File: src/rtl/lmr_pkg.sv
package lmr_pkg;

    typedef enum logic [1:0] {
        TGT_DRAM   = 2'b00,
        TGT_LEGACY = 2'b01,
        TGT_DROP   = 2'b10
    } tgt_e;

    typedef enum logic [1:0] {
        ATTR_BUS_A  = 2'd0,
        ATTR_RDONLY = 2'd1,
        ATTR_BUS_B  = 2'd2,
        ATTR_FULL   = 2'd3
    } attr_e;

    typedef enum logic [2:0] {
        RGN_LOW    = 3'd0,
        RGN_VIDEO  = 3'd1,
        RGN_OPTROM = 3'd2,
        RGN_BIOS   = 3'd3,
        RGN_HIGH   = 3'd4
    } rgn_e;

    localparam int SEG_IDX_W = 4;

    typedef struct packed {
        rgn_e                 rgn;
        logic [SEG_IDX_W-1:0] seg;
    } hit_t;

    function automatic tgt_e attr_route(attr_e a, logic is_wr);
        tgt_e t;
        case (a)
            ATTR_FULL:   t = TGT_DRAM;
            ATTR_RDONLY: t = is_wr ? TGT_DROP : TGT_DRAM;
            default:     t = TGT_LEGACY;
        endcase
        return t;
    endfunction

endpackage

File: src/rtl/lmr_cfg_regs.sv
module lmr_cfg_regs #(
    parameter logic [7:0] ATTR_BASE  = 8'h59,
    parameter int         ATTR_BYTES = 7,
    parameter logic [7:0] SMR_OFS    = 8'h72,
    parameter logic [7:0] SMR_RST    = 8'h02
) (
    input  logic                       clk,
    input  logic                       rst,
    input  logic                       wr_en,
    input  logic [7:0]                 addr,
    input  logic [7:0]                 wdata,
    output logic [7:0]                 rdata,
    output logic [ATTR_BYTES-1:0][7:0] attr_q,
    output logic [7:0]                 smr_q
);

    logic [ATTR_BYTES-1:0] attr_sel;
    logic                  smr_sel;
    logic                  addr_hit;

    for (genvar g = 0; g < ATTR_BYTES; g++) begin : g_attr
        assign attr_sel[g] = (addr == ATTR_BASE + 8'(g));

        always_ff @(posedge clk) begin
            if (rst)                     attr_q[g] <= 8'h00;
            else if (wr_en && attr_sel[g]) attr_q[g] <= wdata;
        end
    end

    assign smr_sel  = (addr == SMR_OFS);
    assign addr_hit = smr_sel || (|attr_sel);

    always_ff @(posedge clk) begin
        if (rst)                 smr_q <= SMR_RST;
        else if (wr_en && smr_sel) smr_q <= wdata;
    end

    always_comb begin
        rdata = 8'h00;
        for (int i = 0; i < ATTR_BYTES; i++) begin
            if (attr_sel[i]) rdata = attr_q[i];
        end
        if (smr_sel) rdata = smr_q;
    end

    // a byte written at an implemented offset reads back unchanged
    a_r10_readback: assert property (@(posedge clk) disable iff (rst)
        (wr_en && addr_hit) |=> (addr != $past(addr) || rdata == $past(wdata)));

    // stored state only moves when a write is strobed
    a_r9_hold_without_write: assert property (@(posedge clk) disable iff (rst)
        !wr_en |=> ($stable(smr_q) && $stable(attr_q)));

endmodule

File: src/rtl/lmr_region_decode.sv
module lmr_region_decode
    import lmr_pkg::*;
#(
    parameter logic [31:0] VID_BASE  = 32'h000A_0000,
    parameter logic [31:0] OPT_BASE  = 32'h000C_0000,
    parameter int          SEG_LOG2  = 14,
    parameter int          NUM_SEG   = 12,
    parameter int          BIOS_LOG2 = 16
) (
    input  logic [31:0] addr,
    output hit_t        hit
);

    localparam logic [31:0] BIOS_BASE = OPT_BASE + (32'(NUM_SEG) << SEG_LOG2);
    localparam logic [31:0] TOP_ADDR  = BIOS_BASE + (32'd1 << BIOS_LOG2);

    logic [31:0] opt_off;

    assign opt_off = addr - OPT_BASE;

    always_comb begin
        hit.seg = '0;
        if (addr < VID_BASE) begin
            hit.rgn = RGN_LOW;
        end else if (addr < OPT_BASE) begin
            hit.rgn = RGN_VIDEO;
        end else if (addr < BIOS_BASE) begin
            hit.rgn = RGN_OPTROM;
            hit.seg = opt_off[SEG_LOG2 +: SEG_IDX_W];
        end else if (addr < TOP_ADDR) begin
            hit.rgn = RGN_BIOS;
        end else begin
            hit.rgn = RGN_HIGH;
        end
    end

endmodule

File: src/rtl/lmr_attr_select.sv
module lmr_attr_select
    import lmr_pkg::*;
#(
    parameter int NUM_SEG    = 12,
    parameter int ATTR_BYTES = 1 + (NUM_SEG + 1) / 2
) (
    input  logic [ATTR_BYTES-1:0][7:0] attr_q,
    input  hit_t                       hit,
    output attr_e                      attr
);

    logic [NUM_SEG-1:0][1:0] seg_attr;

    // byte 0 holds the BIOS field; segment pairs follow, even low, odd high
    for (genvar i = 0; i < NUM_SEG; i++) begin : g_seg
        if ((i % 2) == 0) begin : g_even
            assign seg_attr[i] = attr_q[1 + i / 2][1:0];
        end else begin : g_odd
            assign seg_attr[i] = attr_q[1 + i / 2][5:4];
        end
    end

    always_comb begin
        attr = ATTR_BUS_A;
        case (hit.rgn)
            RGN_BIOS: attr = attr_e'(attr_q[0][5:4]);
            RGN_OPTROM: begin
                for (int i = 0; i < NUM_SEG; i++) begin
                    if (hit.seg == SEG_IDX_W'(i)) attr = attr_e'(seg_attr[i]);
                end
            end
            default: attr = ATTR_BUS_A;
        endcase
    end

endmodule

File: src/rtl/lmr_decoder.sv
module lmr_decoder
    import lmr_pkg::*;
#(
    parameter logic [7:0]  ATTR_BASE  = 8'h59,
    parameter logic [7:0]  SMR_OFS    = 8'h72,
    parameter logic [7:0]  SMR_RST    = 8'h02,
    parameter int          NUM_SEG    = 12,
    parameter int          SEG_LOG2   = 14,
    parameter int          FORCE_BIT  = 6,
    parameter int          SMM_BIT    = 3,
    parameter logic [31:0] VID_BASE   = 32'h000A_0000,
    parameter logic [31:0] OPT_BASE   = 32'h000C_0000
) (
    input  logic        clk,
    input  logic        rst,
    input  logic        cfg_wr_en,
    input  logic [7:0]  cfg_addr,
    input  logic [7:0]  cfg_wdata,
    output logic [7:0]  cfg_rdata,
    input  logic [31:0] acc_addr,
    input  logic        acc_write,
    input  logic        smm_active,
    output logic [1:0]  acc_target
);

    localparam int ATTR_BYTES = 1 + (NUM_SEG + 1) / 2;

    logic [ATTR_BYTES-1:0][7:0] attr_q;
    logic [7:0]                 smr_q;
    hit_t                       hit;
    attr_e                      attr;
    tgt_e                       tgt;
    logic                       vid_open;

    lmr_cfg_regs #(
        .ATTR_BASE (ATTR_BASE),
        .ATTR_BYTES(ATTR_BYTES),
        .SMR_OFS   (SMR_OFS),
        .SMR_RST   (SMR_RST)
    ) u_regs (
        .clk   (clk),
        .rst   (rst),
        .wr_en (cfg_wr_en),
        .addr  (cfg_addr),
        .wdata (cfg_wdata),
        .rdata (cfg_rdata),
        .attr_q(attr_q),
        .smr_q (smr_q)
    );

    lmr_region_decode #(
        .VID_BASE(VID_BASE),
        .OPT_BASE(OPT_BASE),
        .SEG_LOG2(SEG_LOG2),
        .NUM_SEG (NUM_SEG)
    ) u_region (
        .addr(acc_addr),
        .hit (hit)
    );

    lmr_attr_select #(
        .NUM_SEG   (NUM_SEG),
        .ATTR_BYTES(ATTR_BYTES)
    ) u_attr (
        .attr_q(attr_q),
        .hit   (hit),
        .attr  (attr)
    );

    assign vid_open = smr_q[FORCE_BIT] || (smm_active && smr_q[SMM_BIT]);

    always_comb begin
        case (hit.rgn)
            RGN_VIDEO:           tgt = vid_open ? TGT_DRAM : TGT_LEGACY;
            RGN_OPTROM, RGN_BIOS: tgt = attr_route(attr, acc_write);
            default:             tgt = TGT_DRAM;
        endcase
    end

    assign acc_target = tgt;

    // outside the legacy window every access lands in DRAM
    a_r2_outside_dram: assert property (@(posedge clk) disable iff (rst)
        (acc_addr < 32'h000A_0000 || acc_addr >= 32'h0010_0000) |-> acc_target == 2'b00);

    // drop is reserved for writes
    a_r6_drop_needs_write: assert property (@(posedge clk) disable iff (rst)
        (acc_target == 2'b10) |-> acc_write);

    // the video window is never dropped
    a_r8_video_no_drop: assert property (@(posedge clk) disable iff (rst)
        (acc_addr >= 32'h000A_0000 && acc_addr < 32'h000C_0000) |-> acc_target != 2'b10);

    // forced-open control wins over the SMM input
    a_r7_forced_open: assert property (@(posedge clk) disable iff (rst)
        (acc_addr >= 32'h000A_0000 && acc_addr < 32'h000C_0000 && cfg_addr == SMR_OFS
         && cfg_rdata[FORCE_BIT]) |-> acc_target == 2'b00);

    // the target is always one of the three legal codes
    a_r5_legal_target: assert property (@(posedge clk) disable iff (rst)
        acc_target != 2'b11);

endmodule

File: config.mk
export PLATFORM = sky130hd
export DESIGN_NAME = lmr_decoder
export DESIGN_NICKNAME = d
export VERILOG_FILES = /design/src/rtl/lmr_pkg.sv /design/src/rtl/lmr_cfg_regs.sv /design/src/rtl/lmr_region_decode.sv /design/src/rtl/lmr_attr_select.sv /design/src/rtl/lmr_decoder.sv
export SDC_FILE = /design/constraint.sdc
export NUM_CORES = 1
export LEC_CHECK = 0
export ABC_AREA = 0
export ABC_CLOCK_PERIOD_IN_PS = 8300
export CAP_MARGIN = 20
export CORE_MARGIN = 10
export CORE_UTILIZATION = 58
export DETAILED_ROUTE_END_ITERATION = 8
export GPL_TIMING_DRIVEN = 1
export HOLD_SLACK_MARGIN = 0.08
export PLACE_DENSITY = 0.85
export SLEW_MARGIN = 5
export SYNTH_ARGS = -nofsm -noshare
export SYNTH_HDL_FRONTEND = slang
export SYNTH_HIERARCHICAL = 1
export SYNTH_SLANG_ARGS = --single-unit
export TNS_END_PERCENT = 10
File: constraint.sdc
create_clock -name clk -period 8.3 [get_ports clk]
set_clock_uncertainty 0.1 [all_clocks]
set_input_delay 1.66 -clock clk [delete_from_list [all_inputs] [get_ports clk]]
set_output_delay 1.66 -clock clk [all_outputs]
set_load 0.01 [all_outputs]
==> results of run 1 <==
[power by group]
| part | leakage [nW] | total (mW) | internal [mW] | switching, mW |
|---|---|---|---|---|
| clock network | 0.0920 | 0.259 | 0.137 | 0.122 |
| logic | 1.26 | 0.0524 | 0.0243 | 0.0281 |
| registers | 0.515 | 0.308 | 0.307 | 0.000283 |
[cells in the final DEF, fill, tap and decap left out, types with 7 or more instances in the layout]
cell,count
clkbuf_8,9
dfxtp_1,64
mux2i_1,72
clkdlybuf4s50_1,47
nand2_1,7
o21ai_0,8
mux2_2,10
nor2_1,73
a22o_1,9
o22ai_1,8
a22oi_1,16
[worst reg2reg max path, cell delays in order (launching register included)]
cell	delay, ns
dfxtp_1	0.35
mux2i_1	0.19
nor2_1	0.06
[registers in the layout, summed over array words and instances (netlist names)]
signal and flops:
u_regs/attr_q 56, u_regs/smr_q 8
[logic make-up (layout without fill, tap and decap cells)]
logic type / Yosys count / in the layout / synth area share
buffers and inverters: 42 / 76 / 0.0760
AOI/OAI and AO/OA: 69 / 69 / 0.138
DFF: 64 / 64 / 0.347
muxes: 84 / 84 / 0.235
and+or+nand+nor: 126 / 126 / 0.203
[how the worst min path moves through the flow]
stage	endpoint	cells past startpoint
floorplan	u_regs/smr_q[1]	1
global placement	u_regs/smr_q[1]	1
detailed placement	u_regs/smr_q[1]	1
CTS	u_regs/attr_q[2]	2
global route	u_regs/smr_q[1]	1
finish	u_regs/attr_q[2]	2
[metrics by stage]
step                instances  worst slack, ns
finish                    494             1.39
global route              494             1.08
CTS                       493             1.37
detailed placement        477             1.35
global placement          477             1.46
floorplan                 385             2.96
[layout make-up]
class / count / area (um2) / share of cell area
Clock buffer: 10 / 128 / 0.0301
Clock inverter: 6 / 60.1 / 0.0141
Inverter: 7 / 26.3 / 0.00619
Multi-Input combinational cell: 279 / 2130 / 0.502
Sequential cell: 64 / 1280 / 0.302
Tap cell: 75 / 93.8 / 0.0221
Timing Repair Buffer: 53 / 526 / 0.124
[routing by layer]
layer,vias up,global-route usage,wire length [um]
met2,185,0.316,4600
met4,0,0.127,435
met3,44,0.0471,801
li1,1456,-,-
met5,-,0,0
met1,1453,0.212,3910
==> metrics.txt, run 1 <==
slowest stage cell, crit path=nor4b_2; Worst VDD drop=0.104 mV; post-synthesis register bit count=64; largest net degree at the start of global routing=65; top-level port count=63; Post-CTS Setup Repair Bufs=0; Crit Path Category=in2out; RSZ-0062 raised after global routing=no; pin slew with the least headroom to its limit=0.871 ns; post-synth cell types=53; Design Power=0.619 mW; worst-path fanout max=12; worst hold start=u_regs/attr_q[2]; total grt overflow=0; Post-synth ARST share=0; cell count along the critical path=12; Layout Utilization=0.700; CP Launch Type=input pin; Fin. Hold Viols=0; sequential area share after synthesis=0.347; Pre-Repair DR Iteration Count=5; Port Buffer Count=48; most used flip-flop cell after synthesis=dfxtp_1; biggest cell delay along the critical path=0.82 ns; CTS tree=yes; CP dominant cell by count=clkdlybuf4s50_1; GRT Total Usage=0.191; leak pwr=1.86 nW; # diodes=0; H-tree Lvls=3; Die Height=99.7 um; WP buf/inv=2; Final Max Tran Viols=0; cell with the most instances after synthesis=nor2_1; fillcell total=464; layout cells sized above 1=0.134; Critical R2R Launch=u_regs/attr_q[53]; hpwl dp=6510 um; Final min period=6.91 ns; DRC violations left=0; Setup TNS=0 ns; clock latency on the worst-skew pair=0.35 ns; # nets final=467; top cells by count, synth=nor2_1 (73), mux2i_1 (72), dfxtp_1 (64), a22oi_1 (16), buf_2 (14); row cnt=28; final cycle utilization of the critical path=0.833; die width=99.7 um; DIE AREA=9950 um2; Mapped Area=3690 um2; Initial DRC Count=294; Crit. Startpoint=acc_addr[24]; post-CTS sizing=0; vias in the first global route=3068; Arrival @ worst endpoint=5.15 ns; first-pass GRT wire length=15300 um; CP Capture Type=output port; Design Area, Final=4250 um2; Post-synth EDFFs=0; Core ar.=6060 um2; Fmax=0.145 GHz; Yosys top cell by area=dfxtp_1; Hold Crit Class=reg2reg; initial antenna violation count=0; Synth warnings=6; run status=complete, no violations; Clock transition at path regs=0.07 ns; end point of the critical path=acc_target[0]; GPL Wtd Cong=0.849; r2r setup slk=7.49 ns; synthesized instance count=385; Root Buffer Master=clkbuf_8; Synth area leaders=dfxtp_1 (35%), mux2i_1 (20%), nor2_1 (7.4%); hold slack=0.391 ns; CTS sink cnt=64; Syn Area/Cell=9.58 um2; post-synth top area share=0.347; R2R cell count=2; CTS buffer count=9; dpl cell area=4040 um2; antenna-violating nets left=0; max cap viols=0; post-detailed-routing wire length=9750 um; Hold-fix buffers, CTS=0; Setup violations, final=0; CP Cell Sequence=clkdlybuf4s50_1 > nor4_2 > nand3_2 > nor4b_2 > and2b_1 > o21ai_0 > o211ai_1 > a31oi_1 > o21ai_1 > nor2_1 > a22o_1 > clkdlybuf4s50_1; WL/cell=19.7 um; cell family with most CP delay=simple AND/OR/NAND/NOR gates; via/cell ratio=6.35; reg2reg end=u_regs/attr_q[53]; Crit path required time=6.54 ns; normalized max-slew margin=0.418; synth-to-layout area growth=15.1%; Pwr per Cell Area=146 nW/um2; Starting Density=0.608; maximum clock path buffer count=2; via count=3138; syn nets=438
No activity file was read; power rests on OpenSTA's default activity.
==> run 2, diff against run 1 <==
--- a/config.mk
+++ b/config.mk
@@ -6,14 +6,14 @@
 export NUM_CORES = 1
 export LEC_CHECK = 0
 export ABC_AREA = 0
-export ABC_CLOCK_PERIOD_IN_PS = 8300
+export ABC_CLOCK_PERIOD_IN_PS = 6800
 export CAP_MARGIN = 20
 export CORE_MARGIN = 10
-export CORE_UTILIZATION = 58
+export CORE_UTILIZATION = 53
 export DETAILED_ROUTE_END_ITERATION = 8
 export GPL_TIMING_DRIVEN = 1
 export HOLD_SLACK_MARGIN = 0.08
-export PLACE_DENSITY = 0.85
+export PLACE_DENSITY = 0.79
 export SLEW_MARGIN = 5
 export SYNTH_ARGS = -nofsm -noshare
 export SYNTH_HDL_FRONTEND = slang
==> constraint.sdc (replaced) <==
create_clock -name clk -period 6.8 [get_ports clk]
set_clock_uncertainty 0.1 [all_clocks]
set_input_delay 1.36 -clock clk [delete_from_list [all_inputs] [get_ports clk]]
set_output_delay 1.36 -clock clk [all_outputs]
set_load 0.01 [all_outputs]
==> run 2 against run 1 <==
Net effect: cell count increased by 4.5%; via count decreased by 1.4%; worst hold slack got worse by 0.023 ns; critical path type unchanged; critical path depth increased by 1; cell area increased by 1.9%; total power increased by 31%; combinational power increased by 21%; largest cell class unchanged; sequential share of layout area decreased by 0.55 points; register-to-register slack got worse by 1.5 ns; clock power increased by 45%; utilization decreased by 6.4 points; worst setup slack got worse by 0.64 ns.
==> metrics.txt, run 2 (same netlist as run 1, synthesis figures left out) <==
biggest cell delay along the critical path=0.54 ns; Crit Path Category=in2out; WP buf/inv=3; Setup violations, final=0; Fin. Hold Viols=0; top-level port count=63; via/cell ratio=5.99; hold path cells=1; max reg flops=56; H-tree Lvls=3; post-detailed-routing wire length=9740 um; initial antenna violation count=0; Fmax=0.165 GHz; met2 Use GR=0.321; Pre-Repair DR Iteration Count=5; Final Max Tran Viols=0; synth-to-layout area growth=17.3%; post-CTS sizing=0; RSZ-0062 raised after global routing=no; most frequent cells in the layout=nor2_1 (73), mux2i_1 (72), dfxtp_1 (64); antenna-violating nets left=0; Critical R2R Launch=u_regs/attr_q[48]; CTS sink cnt=64; Clock transition at path regs=0.06 ns; cell family with most CP delay=simple AND/OR/NAND/NOR gates; leak pwr=1.89 nW; first-pass GRT wire length=15300 um; DRC violations left=0; reg2reg end=u_regs/attr_q[48]; Core ar.=6790 um2; max cap viols=0; DIE AREA=10700 um2; total grt overflow=0; CP Launch Type=input pin; most common cell after layout, fill and taps aside=nor2_1; maximum clock path buffer count=2; Design Area, Final=4320 um2; pin slew with the least headroom to its limit=0.893 ns; hold endpoint=u_regs/smr_q[1]; CP dominant cell by count=clkdlybuf4s50_1; GPL Wtd Cong=0.866; GRT Total Usage=0.184; normalized max-slew margin=0.403; WL/cell=18.9 um; final cycle utilization of the critical path=0.891; Port Buffer Count=48; met1 GRT Util=0.208; Post-CTS Setup Repair Bufs=0; Final min period=6.06 ns; row cnt=30; Root Buffer Master=clkbuf_8; r2r setup slk=5.97 ns; Biggest register=u_regs/attr_q; Crit path required time=5.34 ns; hpwl dp=6760 um; vias in the first global route=3097; Hold-fix buffers, CTS=0; die width=103 um; # diodes=0; CTS tree=yes; Most Used Layer, Global Route=met2; slowest stage cell, crit path=clkdlybuf4s50_1; Pwr per Cell Area=188 nW/um2; worst hold start=u_regs/smr_q[1]; dpl cell area=4070 um2; Initial DRC Count=212; Arrival @ worst endpoint=4.60 ns; largest net degree at the start of global routing=65; via count=3093; CP Cell Sequence=clkdlybuf4s50_1 > nor4_2 > nand3_2 > nor4b_2 > buf_4 > and2b_1 > o21ai_0 > o211ai_1 > a31oi_1 > o21ai_1 > nor2_1 > a22o_1 > clkdlybuf4s50_1; # nets final=468; GR Layer Usage met3=0.0465; Setup TNS=0 ns; layout cells sized above 1=0.133; fillcell total=561; run status=complete, no violations; Die Height=103 um; worst-path fanout max=12; Worst VDD drop=0.150 mV; Top Registers=u_regs/attr_q: 56 flops, u_regs/smr_q: 8 flops; R2R cell count=2; Starting Density=0.543; Hold Crit Class=reg2reg; CP Capture Type=output port; CTS buffer count=9; clock latency on the worst-skew pair=0.33 ns
## run 2: worst max path at each step
stage	to	cells past startpoint	from	slack, ns
floorplan	acc_target[1]	10	acc_addr[24]	2.06
global placement	acc_target[0]	13	acc_addr[24]	0.80
detailed placement	acc_target[0]	13	acc_addr[29]	0.70
CTS	acc_target[0]	13	acc_addr[29]	0.71
global route	acc_target[0]	13	acc_addr[23]	0.47
finish	acc_target[0]	13	acc_addr[29]	0.74
## run 2: report_power, final
part	internal [mW]	leakage, nW	switching (mW)	total (mW)
Sequential	0.375	0.515	0.000332	0.376
Clock	0.237	0.117	0.138	0.375
Combinational	0.0297	1.26	0.0340	0.0636
Total	0.642	1.89	0.172	0.814
## run 2: per-stage QoR
stage	worst slack (ns)	hold slack [ns]	util	power (mW)	instances
4_1_cts	0.705	0.368	0.634	0.818	515
3_3_place_gp	0.804	0.345	0.599	0.444	499
3_5_place_dp	0.702	0.353	0.599	0.445	499
2_1_floorplan	2.06	0.336	-	0.419	385
6_report	0.743	0.368	0.636	0.814	516
5_1_grt	0.466	0.390	0.636	0.841	516
## run 2: area by class of cell
type	count	area, um2	area share
clock inverter	2	60.1	0.0139
multi-input combinational	279	2130	0.493
clock buffer	14	173	0.0399
tap	96	120	0.0278
sequential	64	1280	0.296
inverter	7	26.3	0.00608
timing repair buffer	54	533	0.123
## run 2: worst register-to-register path, stage by stage, from the launching register on
cell,delay [ns]
dfxtp_1,0.36
mux2i_1,0.19
nor2_1,0.06
## run 2: routing by layer
metal / routed length [um] / vias up
li1: - / 1460
met1: 3960 / 1482
met5: 0 / -
met4: 251 / 0
met2: 4810 / 128
met3: 720 / 23
